===== src/rtl/clkgen_pkg.sv =====
`timescale 1ns/1ps
package clkgen_pkg;
  typedef enum logic [1:0] {
    ST_WAIT   = 2'd0,
    ST_SETTLE = 2'd1,
    ST_SAMPLE = 2'd2,
    ST_RUN    = 2'd3
  } seq_t;

  localparam logic [1:0] LVL_LOW  = 2'b00;
  localparam logic [1:0] LVL_MID  = 2'b01;
  localparam logic [1:0] LVL_HIGH = 2'b10;
  localparam logic [1:0] LVL_BAD  = 2'b11;

  localparam int TDIV_STAGES = 3;
endpackage


===== src/rtl/clkgen_seq.sv =====
`timescale 1ns/1ps
module clkgen_seq
  import clkgen_pkg::*;
#(
  parameter int SETTLE_CYC = 10000
) (
  input  logic clk,
  input  logic rst_n,
  input  logic supply_ok,
  input  logic pg_n,
  output seq_t state,
  output logic sample_en
);
  localparam int CNT_W = $clog2(SETTLE_CYC + 1);
  localparam logic [CNT_W-1:0] CNT_LAST = CNT_W'(SETTLE_CYC - 1);

  seq_t             state_d;
  logic [CNT_W-1:0] cnt_q, cnt_d;
  logic             cnt_en;

  always_comb begin
    state_d   = state;
    cnt_d     = '0;
    cnt_en    = 1'b0;
    sample_en = 1'b0;
    case (state)
      ST_WAIT: begin
        cnt_en = 1'b1;
        if (supply_ok) state_d = ST_SETTLE;
      end
      ST_SETTLE: begin
        cnt_en = 1'b1;
        if (cnt_q == CNT_LAST) state_d = ST_SAMPLE;
        else                   cnt_d   = cnt_q + 1'b1;
      end
      ST_SAMPLE: begin
        if (!pg_n) begin
          sample_en = 1'b1;
          state_d   = ST_RUN;
        end
      end
      default: state_d = ST_RUN;
    endcase
  end

  always_ff @(posedge clk or negedge rst_n) begin
    if (!rst_n) begin
      state <= ST_WAIT;
      cnt_q <= '0;
    end else begin
      state <= state_d;
      if (cnt_en) cnt_q <= cnt_d;
    end
  end
endmodule


===== src/rtl/clkgen_strap.sv =====
`timescale 1ns/1ps
module clkgen_strap
  import clkgen_pkg::*;
(
  input  logic       clk,
  input  logic       rst_n,
  input  logic       sample_en,
  input  logic       on,
  input  logic [1:0] s_lo,
  input  logic [1:0] s_hi,
  input  logic       mult_sel,
  output logic [1:0] lat_s_lo,
  output logic [1:0] lat_s_hi,
  output logic       lat_mult,
  output logic [7:0] cpu_mhz,
  output logic       ext66_sel,
  output logic       tristate_all,
  output logic       reserved_flag,
  output logic       test_mode
);
  logic       is_mid, is_bad, is_test, is_rsv, is_tri;
  logic [7:0] freq;

  always_ff @(posedge clk or negedge rst_n) begin
    if (!rst_n) begin
      lat_s_lo <= '0;
      lat_s_hi <= '0;
      lat_mult <= 1'b0;
    end else if (sample_en) begin
      lat_s_lo <= s_lo;
      lat_s_hi <= s_hi;
      lat_mult <= mult_sel;
    end
  end

  always_comb begin
    is_mid  = (lat_s_hi == LVL_MID);
    is_bad  = (lat_s_hi == LVL_BAD);
    is_test = is_mid && (lat_s_lo == 2'b01);
    is_rsv  = is_bad || (is_mid && lat_s_lo[1]);
    is_tri  = is_bad || (is_mid && !is_test);
    case (lat_s_lo)
      2'b00:   freq = 8'd66;
      2'b01:   freq = 8'd100;
      2'b10:   freq = 8'd200;
      default: freq = 8'd133;
    endcase
    cpu_mhz       = (on && !is_mid && !is_bad) ? freq : 8'd0;
    ext66_sel     = on && (lat_s_hi == LVL_HIGH);
    tristate_all  = on && is_tri;
    reserved_flag = on && is_rsv;
    test_mode     = on && is_test;
  end
endmodule


===== src/rtl/clkgen_tdiv.sv =====
`timescale 1ns/1ps
module clkgen_tdiv #(
  parameter int STAGES = 3
) (
  input  logic              clk,
  input  logic              rst_n,
  input  logic              run,
  input  logic              tclk_in,
  output logic              ref_q,
  output logic [STAGES-1:0] div_q
);
  logic [2:0]        sync_q;
  logic              rise;
  logic [STAGES-1:0] cnt_d;
  logic              cnt_en;

  always_comb begin
    rise   = sync_q[1] && !sync_q[2];
    cnt_en = !run || rise;
    cnt_d  = run ? (div_q - 1'b1) : '0;
  end

  always_ff @(posedge clk or negedge rst_n) begin
    if (!rst_n) begin
      sync_q <= '0;
      ref_q  <= 1'b0;
      div_q  <= '0;
    end else begin
      sync_q <= {sync_q[1:0], tclk_in};
      ref_q  <= run && sync_q[1];
      if (cnt_en) div_q <= cnt_d;
    end
  end
endmodule


===== src/rtl/clkgen_strap_ctrl.sv =====
`timescale 1ns/1ps
module clkgen_strap_ctrl
  import clkgen_pkg::*;
#(
  parameter int SETTLE_CYC = 10000
) (
  input  logic       clk,
  input  logic       rst_n,
  input  logic       supply_ok,
  input  logic       pg_n,
  input  logic [1:0] s_lo,
  input  logic [1:0] s_hi,
  input  logic       mult_sel,
  input  logic       tclk_in,
  output logic [1:0] seq_state,
  output logic       outs_on,
  output logic [1:0] lat_s_lo,
  output logic [1:0] lat_s_hi,
  output logic       lat_mult,
  output logic [7:0] cpu_mhz,
  output logic       ext66_sel,
  output logic       tristate_all,
  output logic       reserved_flag,
  output logic       tck_ref,
  output logic       tck_cpu,
  output logic       tck_48,
  output logic       tck_66,
  output logic       tck_pci
);
  seq_t                   state;
  logic                   sample_en;
  logic                   test_mode;
  logic [TDIV_STAGES-1:0] div_q;

  clkgen_seq #(.SETTLE_CYC(SETTLE_CYC)) u_seq (
    .clk(clk), .rst_n(rst_n), .supply_ok(supply_ok), .pg_n(pg_n),
    .state(state), .sample_en(sample_en)
  );

  assign seq_state = state;
  assign outs_on   = (state == ST_RUN);

  clkgen_strap u_strap (
    .clk(clk), .rst_n(rst_n), .sample_en(sample_en), .on(outs_on),
    .s_lo(s_lo), .s_hi(s_hi), .mult_sel(mult_sel),
    .lat_s_lo(lat_s_lo), .lat_s_hi(lat_s_hi), .lat_mult(lat_mult),
    .cpu_mhz(cpu_mhz), .ext66_sel(ext66_sel), .tristate_all(tristate_all),
    .reserved_flag(reserved_flag), .test_mode(test_mode)
  );

  clkgen_tdiv #(.STAGES(TDIV_STAGES)) u_tdiv (
    .clk(clk), .rst_n(rst_n), .run(test_mode), .tclk_in(tclk_in),
    .ref_q(tck_ref), .div_q(div_q)
  );

  assign tck_cpu = div_q[0];
  assign tck_48  = div_q[0];
  assign tck_66  = div_q[1];
  assign tck_pci = div_q[2];
endmodule


===== config.mk =====
export PLATFORM = sky130hd
export DESIGN_NAME = clkgen_strap_ctrl
export DESIGN_NICKNAME = d
export VERILOG_FILES = /design/src/rtl/clkgen_pkg.sv /design/src/rtl/clkgen_seq.sv /design/src/rtl/clkgen_strap.sv /design/src/rtl/clkgen_tdiv.sv /design/src/rtl/clkgen_strap_ctrl.sv
export SDC_FILE = /design/constraint.sdc
export NUM_CORES = 1
export LEC_CHECK = 0
export ABC_AREA = 1
export ABC_CLOCK_PERIOD_IN_PS = 2500
export BUFFER_PORTS_ARGS = -buffer_cell sky130_fd_sc_hd__buf_2
export CAP_MARGIN = 20
export CORE_MARGIN = 10
export CORE_UTILIZATION = 35
export CTS_BUF_LIST = sky130_fd_sc_hd__clkbuf_8
export DETAILED_ROUTE_END_ITERATION = 12
export PLACE_DENSITY_LB_ADDON = 0.3
export SYNTH_ARGS = -nofsm -noshare
export SYNTH_HDL_FRONTEND = slang
export SYNTH_SLANG_ARGS = --single-unit

===== constraint.sdc =====
create_clock -name clk -period 2.5 [get_ports clk]
set_clock_uncertainty 0.05 [all_clocks]
set_input_delay 0.375 -clock clk [delete_from_list [all_inputs] [get_ports clk]]
set_output_delay 0.375 -clock clk [all_outputs]
set_load 0.03 [all_outputs]

==> metrics, run 1 <==
Clock Latency Late Sink 0.28 ns; GP Congestion 0.823; status completed; yosys warns 0; register bit total from synthesis 28; Pins Over Slew Limit 0; minimum clock period after layout 2.03 ns; Worst setup EP type primary output; max cap viols 0; Die ar. 7500 µm²; Register-to-Register Path Depth 3; layout cells sized above 1 0.217; slew margin rel. 0.584; vias in the first global route 1351; Layout Area Growth over Synthesis 17.4%; GRT overflow 0; CP Data Arrival Time 1.61 ns; CTS Root Cell clkbuf_8; CTS clk-pin slew, worst paths 0.10 ns; Worst-Margin Slew 0.625 ns; Post-CTS Resized 0; Avg Synthesized Cell Area 7.68 µm²; initial core utilization 0.359; Die Span Y 86.6 µm; Final Setup Violations 0; GRT Overall Usage 0.0980; P_leak 0.945 nW; H-tree depth 1; Avg Vias per Cell 4.78; maximum vdd drop 0.222 mV; Final ANT Viol Nets 0; Clk pwr share 0.331; mapped cell area 1550 µm²; drt wl/cell 12.5 µm; Critical Path RT 2.08 ns; post-synth top area cell dfrtp_1; cell with the most instances after synthesis nand2_1; Hold Vio Cnt, Final 0; Synth cell types 29; initial antenna violation count 0; Post-synth top flop dfrtp_1; Flop pwr share 0.502; # diodes 0; Final Cycle Share 0.814; CTS tree yes; P per Cell Area 602 nW/µm²; top post-synthesis cells by count 46 x nand2_1, 28 x dfrtp_1, 27 x nor2_1; clk buf depth 2; first-pass GRT wire length 6.20 mm; hold buffer count at CTS 0; Iteration-0 DRC Markers 87; ys async rst share 1.00; reg-to-reg endpoint u_seq.state[0]; core occupancy in the finished layout 0.421; Setup TNS Final 0 ns; standard-cell rows 24; nets 249; Switch Pwr 0.000319 W; DIE WIDTH 86.6 µm; Post-CTS Setup Bufs 0; clk sinks 28; RSZ-0062 raised after global routing no; CP startpoint kind register; post-synthesis sequential area ratio 0.452; Synth top area share 0.452; CTS Buf Count 3; main area contributors after synthesis dfrtp_1 45%, nand2_1 11%, nor2_1 6.5%, inv_1 5.6%, nand3_1 3.5%; Critical Path Fanout Max 12; io pins 34; Sw Share 0.291; largest net degree at the start of global routing 29; Std-Cell Core Area 4320 µm²; Hold WC Path Type in -> async; Buffers on Ports 32; crit path kind reg -> out; minimum setup slack among reg-to-reg paths 0.95 ns; DR DRC count 0; Cells after Synth 202; worst r2r src u_seq.state[1]; dpl hpwl 2.79 mm; Cell Int Power 0.000778 W; fmax 491 MHz; DR vias 1371; total wire length after detailed routing 3.58 mm; syn nets 215; Post-synth EDFFs 0; drt pass-1 iters 4; Comb power frac 0.167
[layout make-up]
| type | count | area, µm² |
|---|---|---|
| fillers | 456 | 2500 |
| multi-input cells | 142 | 714 |
| flip-flops and latches | 28 | 701 |
| repair buffers | 32 | 160 |
| inverters | 29 | 110 |
| well taps | 52 | 65.1 |
| clock buffers | 3 | 41.3 |
| clock inverters | 1 | 30.0 |
[worst max-delay path, cell delays in order (launching register included)]
cell and delay (ns):
dfrtp_1 0.65, nand2_2 0.10, clkinv_2 0.09, nand2_2 0.10, nor3_1 0.16, buf_2 0.23
[how the worst max path moves through the flow]
stage	from	to	slack, ns	depth (start not counted)
after global placement	u_seq.state[1]	cpu_mhz[0]	0.85	5
final	u_seq.state[1]	cpu_mhz[5]	0.47	5
after CTS	u_seq.state[1]	cpu_mhz[5]	0.44	5
after floorplan	u_seq.state[1]	cpu_mhz[0]	0.33	5
after detailed placement	u_seq.state[1]	cpu_mhz[5]	0.76	5
after global routing	u_seq.state[1]	cpu_mhz[3]	0.30	5
[cell families (layout without fill, tap and decap cells)]
kind of cell,after synthesis,after routing,share of synthesized area
buffers and inverters,32,65,0.0879
other,1,1,0.00242
flip-flops,28,28,0.452
AO/OA/AOI/OAI,29,29,0.103
XOR/XNOR,3,3,0.0169
adder cells (fa/ha/maj),3,3,0.0242
multiplexers,1,1,0.00726
AND/OR/NAND/NOR,105,105,0.306
[cell usage in the layout, fill, tap and decap left out, drive strengths merged]
cell	netlist	routed
nand4	8	8
nor2	30	30
nand3	12	12
a21boi	1	1
mux2	1	1
o22ai	2	2
nor3	6	6
or2	1	1
a21oi	11	11
o21bai	1	1
dfrtp	28	28
inv	27	27
clkinv	2	2
clkbuf	0	3
buf	3	32
conb	1	1
bufinv	0	1
xor2	3	3
nand2	48	48
ha	3	3
o21ai	14	14
[flip-flops by register name, indices dropped and copies added (netlist names)]
register,cells
u_seq.cnt_q,14
u_tdiv.div_q,3
u_tdiv.sync_q,3
u_seq.state,2
u_strap.lat_s_hi,2
u_strap.lat_s_lo,2
u_strap.lat_mult,1
u_tdiv.ref_q,1
[metal layers]
layer  part of all wire  GRT usage
met2               0.47      0.158
met1               0.45      0.122
met3              0.053     0.0131
met4              0.025     0.0574
met5                  0          0
[power by group through the flow]
stage	Combinational (W)	Clock, W	Sequential [W]
final	0.000183	0.000363	0.000551
after floorplan	0.000133	0	0.000549
after global routing	0.000212	0.000389	0.000560
after detailed placement	0.000183	0	0.000559
after CTS	0.000184	0.000375	0.000552
after global placement	0.000178	0	0.000563
[stage by stage]
stage | worst slack (ns) | total power, W | area (µm²) | hold WS, ns | std cells
final | 0.465 | 0.00110 | 1820 | 0.0431 | 287
after global routing | 0.299 | 0.00116 | 1820 | 0.100 | 287
after CTS | 0.438 | 0.00111 | 1820 | 0.0783 | 287
after detailed placement | 0.764 | 0.000742 | 1750 | 0.287 | 283
after global placement | 0.847 | 0.000741 | 1750 | 0.285 | 283
after floorplan | 0.330 | 0.000683 | 1550 | 0.0294 | 202
No activity file was read; power rests on OpenSTA's default activity.
==> run 2, diff against run 1 <==
- ABC_CLOCK_PERIOD_IN_PS: 2500 -> 1600
- clock period: 2.5 -> 1.6 ns (I/O delays scaled with it)
==> run 2 against run 1 <==
Compared with the run above: worst hold slack got worse by 0.032 ns; die area did not move; non-clock buffer count rose by 12; flip-flop and latch count did not move; sequential power rose by 56%; critical path depth did not move; count of clock-buffer cells in the layout rose by 1; critical path type unchanged.
==> metrics, run 2 (synthesis gave the netlist of run 1 again) <==
Critical Path RT 1.31 ns; status completed; fmax 658 MHz; standard-cell rows 24; Worst setup EP type primary output; crit path kind reg -> out; Pins Over Slew Limit 0; DP Area 1880 µm²; CP startpoint kind register; CTS tree yes; Worst Hold End u_tdiv.sync_q[0]; clk sinks 28; CP Data Arrival Time 1.23 ns; Layout Area Growth over Synthesis 28.9%; Critical Path Fanout Max 8; layout cells sized above 1 0.308; M1 WL 1.74 mm; maximum vdd drop 0.464 mV; max cap viols 0; P_leak 1.00 nW; RSZ-0062 raised after global routing no; most frequent cells in the layout 46 x nand2_1, 30 x buf_2, 25 x dfrtp_1; Buffers on Ports 32; clk buf depth 2; number of flip-flops in the largest register 14; Clock Latency Late Sink 0.28 ns; Iteration-0 DRC Markers 115; final instance area 2000 µm²; GRT overflow 0; initial antenna violation count 0; routed wl met2 1.80 mm; DIE WIDTH 86.6 µm; # diodes 0; Setup TNS Final 0 ns; routed wl met3 258 µm; drt wl/cell 13.0 µm; nets 261; total wire length after detailed routing 3.89 mm; Die Span Y 86.6 µm; Final Cycle Share 0.949; Final ANT Viol Nets 0; slew margin rel. 0.560; CTS Root Cell clkbuf_8; Worst-Margin Slew 0.660 ns; GRT Overall Usage 0.109; drt pass-1 iters 4; CTS clk-pin slew, worst paths 0.10 ns; Hold WC Path Type in -> reg; worst r2r src u_seq.cnt_q[0]; H-tree depth 1; hold depth 1; GP Congestion 0.934; minimum clock period after layout 1.52 ns; DR DRC count 0; DR vias 1438; Die ar. 7500 µm²; Std-Cell Core Area 4320 µm²; Hold Crit Start tclk_in; setup slack after layout 0.0812 ns; minimum setup slack among reg-to-reg paths 0.17 ns; commonest non-fill, non-tap cell in the layout nand2_1; initial core utilization 0.359; largest net degree at the start of global routing 29; biggest regs u_seq.cnt_q x14, u_tdiv.div_q x3, u_tdiv.sync_q x3; io pins 34; Top Metal Used met4; Avg Vias per Cell 4.81; dpl hpwl 3.07 mm; Register-to-Register Path Depth 6; CTS Buf Count 3; Fill cells 428; P per Cell Area 798 nW/µm²; vias in the first global route 1452; reg-to-reg endpoint u_seq.state[0]; most flop-heavy register u_seq.cnt_q; first-pass GRT wire length 6.76 mm; Final Setup Violations 0; dpl ws 0.100 ns; Hold Vio Cnt, Final 0
==> run 2: per-layer routing <==
metal,up-vias,track usage
met2,40,0.170
met3,7,0.0347
met5,-,0
li1,739,-
met4,0,0.0515
met1,652,0.133
==> run 2: repair_timing <==
action,in CTS,in global routing
pin swaps,1,1
setup endpoints to repair,10,2
setup buffers,5,0
resized for setup,5,2
hold endpoints to repair,28,0
hold buffers,1,0
==> run 2: where the power goes <==
group          internal (W)  switching [W]
clock network      0.000221       0.000225
registers          0.000776      0.0000832
logic              0.000109       0.000182
==> run 2: worst max-delay path by stage <==
stage / startpoint / to / slack (ns) / cells past startpoint
final: u_seq.state[0] / cpu_mhz[7] / 0.08 / 5
after global routing: u_seq.state[0] / cpu_mhz[1] / 0.02 / 5
after CTS: u_seq.state[0] / cpu_mhz[0] / 0.03 / 5
after detailed placement: u_seq.state[1] / cpu_mhz[0] / 0.10 / 5
after global placement: u_seq.state[1] / cpu_mhz[0] / 0.16 / 5
after floorplan: u_seq.state[1] / cpu_mhz[0] / -0.02 / 5
==> run 2: layout make-up <==
class                   count  area, µm²  share of cell area
multi-input cells         142        800               0.400
clock buffers               4       55.1              0.0275
well taps                  52       65.1              0.0325
repair buffers             44        262               0.131
flip-flops and latches     28        704               0.352
inverters                  29        114              0.0569
==> run 2: critical path: stages, from the launching register on <==
cell      delay, ns
dfrtp_2        0.43
nand2_2        0.09
clkinv_4       0.08
nand2_8        0.13
nor2_2         0.04
buf_2          0.18
==> run 2: per-stage QoR <==
step	utilization	hold WS [ns]	instances	power [W]
final	0.462	0.0110	299	0.00160
after floorplan	-	-0.106	202	0.00107
after global routing	0.462	0.00227	299	0.00171
after CTS	0.462	0.00101	299	0.00162
after global placement	0.434	0.252	289	0.00115
after detailed placement	0.434	0.263	289	0.00116
==> run 3, diff against run 2 <==
- ABC_AREA: 1 -> default
- HOLD_SLACK_MARGIN: default -> 0.05
==> run 3 against run 2 <==
Compared with the run above: the flow now finishes with violations (negative setup slack); non-clock buffer count increased by 18; final cell count is 18% lower; combinational power is 87% lower; power fell by 26%; synthesized cell count down 32%; flip-flop and latch count unchanged; clock power decreased by 1%; fmax fell by 11%; cell area is 3.6% higher; register-to-register slack lost 0.28 ns; worst hold slack improved by 0.12 ns; worst setup slack worse by 0.19 ns; critical path type is now reg -> reg; largest power group unchanged; highest routed layer unchanged.
==> metrics, run 3 <==
DP Cell Count 224; Layout Area Growth over Synthesis 42.5%; Synth top area share 0.482; DIE WIDTH 84.5 µm; P_leak 0.997 nW; io pins 34; status finished with violations; setup slack after layout -0.113 ns; post-synthesis sequential area ratio 0.482; maximum vdd drop 0.384 mV; drt wl/cell 14.0 µm; crit path kind reg -> reg; Cell Int Power 0.000945 W; Final ANT Viol Nets 0; Avg Synthesized Cell Area 10.6 µm²; CTS tree yes; DP Area 1740 µm²; top post-synthesis cells by count 28 x dfrtp_1, 18 x nor2_1, 8 x nand2_1; Tot Pwr 0.00119 W; core occupancy in the finished layout 0.518; Hold Vio Cnt, Final 0; Comb power frac 0.031; max cap viols 0; syn nets 150; Sw Share 0.205; dpl hpwl 2.35 mm; violations in the final reports negative setup slack; CP startpoint kind register; Final Setup Violations 6; Buffers on Ports 32; Clk pwr share 0.370; first-pass GRT wire length 5.44 mm; CP Data Arrival Time 1.87 ns; Flop pwr share 0.599; cell with the most instances after synthesis dfrtp_1; register bit total from synthesis 28; fmax 584 MHz; Std-Cell Core Area 4000 µm²; P per Cell Area 573 nW/µm²; most flop-heavy register u_seq.cnt_q; Fill cells 358; Post-synth EDFFs 0; GRT overflow 0; fin cells 246; mapped cell area 1450 µm²; CTS Root Cell clkbuf_8; Post-synth top flop dfrtp_1; main area contributors after synthesis dfrtp_1 48%, nor2_1 4.6%, xor2_1 4.2%, mux2_2 3.9%, ha_1 2.6%; standard-cell rows 23; initial antenna violation count 0; Final Cycle Share 1.07; nets 210; Die Span Y 84.5 µm; DR vias 1213; RSZ-0062 raised after global routing yes; Pins Over Slew Limit 0; drt pass-1 iters 4; clk buf depth 2; Clock Latency Late Sink 0.28 ns; # diodes 0; Switch Pwr 0.000243 W; clk sinks 28; biggest regs u_seq.cnt_q x14, u_tdiv.div_q x3, u_tdiv.sync_q x3; GRT Overall Usage 0.0894; vias in the first global route 1128; minimum clock period after layout 1.71 ns; Worst-Margin Slew 0.624 ns; CTS clk-pin slew, worst paths 0.09 ns; GP Congestion 0.827; Cells after Synth 137; Synth cell types 39; largest net degree at the start of global routing 29; Iteration-0 DRC Markers 46; initial core utilization 0.363; total wire length after detailed routing 3.45 mm; ys async rst share 1.00; Max stage delay on crit path 0.42 ns; H-tree depth 1; most frequent cells in the layout 25 x buf_4, 23 x buf_2, 22 x dfrtp_1; Worst setup EP type register; Die ar. 7130 µm²; commonest non-fill, non-tap cell in the layout buf_4; final instance area 2070 µm²; Critical Path Fanout Max 3; Critical Path RT 1.76 ns; layout cells sized above 1 0.510; number of flip-flops in the largest register 14; critical-path cell list buf_4 -> buf_6 -> and4b_2 -> nand4_4 -> or3_4 -> a21oi_2; yosys warns 0; slowest CP cell dfrtp_2; slew margin rel. 0.584; Avg Vias per Cell 4.93; post-synth top area cell dfrtp_1; CTS Buf Count 3; DR DRC count 0; Hold WC Path Type in -> reg
run 3: cell count changes after synthesis, moves of 5 or more:
| cell | delta |
|---|---|
| o21ai_0 | -6 |
| nor2_1 | -9 |
| mux2_2 | +5 |
| a21oi_1 | -6 |
| nor3_1 | -5 |
| inv_1 | -18 |
| nand2_1 | -38 |
| nand3_1 | -7 |
run 3: logic make-up (layout without fill, tap and decap cells):
family,count (synthesis),after routing,synth area share
multiplexers,5,5,0.0387
other,1,1,0.00258
AO/OA/AOI/OAI,15,15,0.0714
XOR/XNOR,11,11,0.0663
AND/OR/NAND/NOR,62,62,0.261
adder cells (fa/ha/maj),3,3,0.0258
buffers and inverters,12,71,0.0525
flip-flops,28,28,0.482
run 3: repair_timing:
item	in CTS	in global routing
buffers inserted	5	13
hold endpoints to repair	29	0
endpoints found under the setup margin	11	28
resized for setup	12	36
pin swaps	3	11
hold buffers	2	0
run 3: metal layers:
metal,GRT usage,routed length [µm],vias to the layer above
li1,-,-,583
met1,0.106,1430,593
met2,0.144,1690,32
met3,0.0377,283,5
met4,0.0269,42,0
met5,0,0,-
run 3: final cells by class:
type / count / area, µm² / area share
Sequential cell: 28 / 708 / 0.342
Clock buffer: 4 / 55.1 / 0.0266
Multi-Input combinational cell: 97 / 766 / 0.370
Inverter: 5 / 18.8 / 0.00906
Timing Repair Buffer: 62 / 462 / 0.223
Tap cell: 50 / 62.6 / 0.0302
run 3: worst paths after layout:
kind / slack, ns / startpoint / depth (start not counted) / endpoint
worst max register to register: -0.11 / u_seq.state[1] / 6 / u_seq.cnt_q[11]
max in group asynchronous: 0.61 / rst_n / 2 / u_seq.cnt_q[11]
worst min-delay path: 0.13 / pg_n / 2 / u_seq.state[0]
min in group asynchronous: 0.45 / rst_n / 2 / u_strap.lat_s_hi[1]
worst min register to register: 0.31 / u_tdiv.sync_q[0] / 0 / u_tdiv.sync_q[1]
worst max-delay path: -0.11 / u_seq.state[1] / 6 / u_seq.cnt_q[11]
run 3: through the flow:
stage / setup slack, ns / TNS, ns / hold WS [ns]
global placement: 0.0238 / 0 / 0.242
detailed placement: -0.00675 / -0.00675 / 0.246
CTS: -0.103 / -0.136 / 0.126
floorplan: -0.0551 / -0.0902 / -0.106
global route: -0.171 / -1.18 / 0.129
finish: -0.113 / -0.411 / 0.132
run 3: power by group through the flow:
stage	clock, W	combinational (W)	sequential, W
6_report	0.000439	0.0000368	0.000712
5_1_grt	0.000484	0.0000433	0.000713
4_1_cts	0.000455	0.0000383	0.000712
3_5_place_dp	0	0.0000345	0.000726
3_3_place_gp	0	0.0000341	0.000726
2_1_floorplan	0	0.0000103	0.000726
run 3: critical path: cells and delay by family (launching register included):
family	cells	cell delay, ns
AOI/OAI and AO/OA	1	0.11
and+or+nand+nor	3	0.82
buffers and inverters	2	0.24
DFF	1	0.42
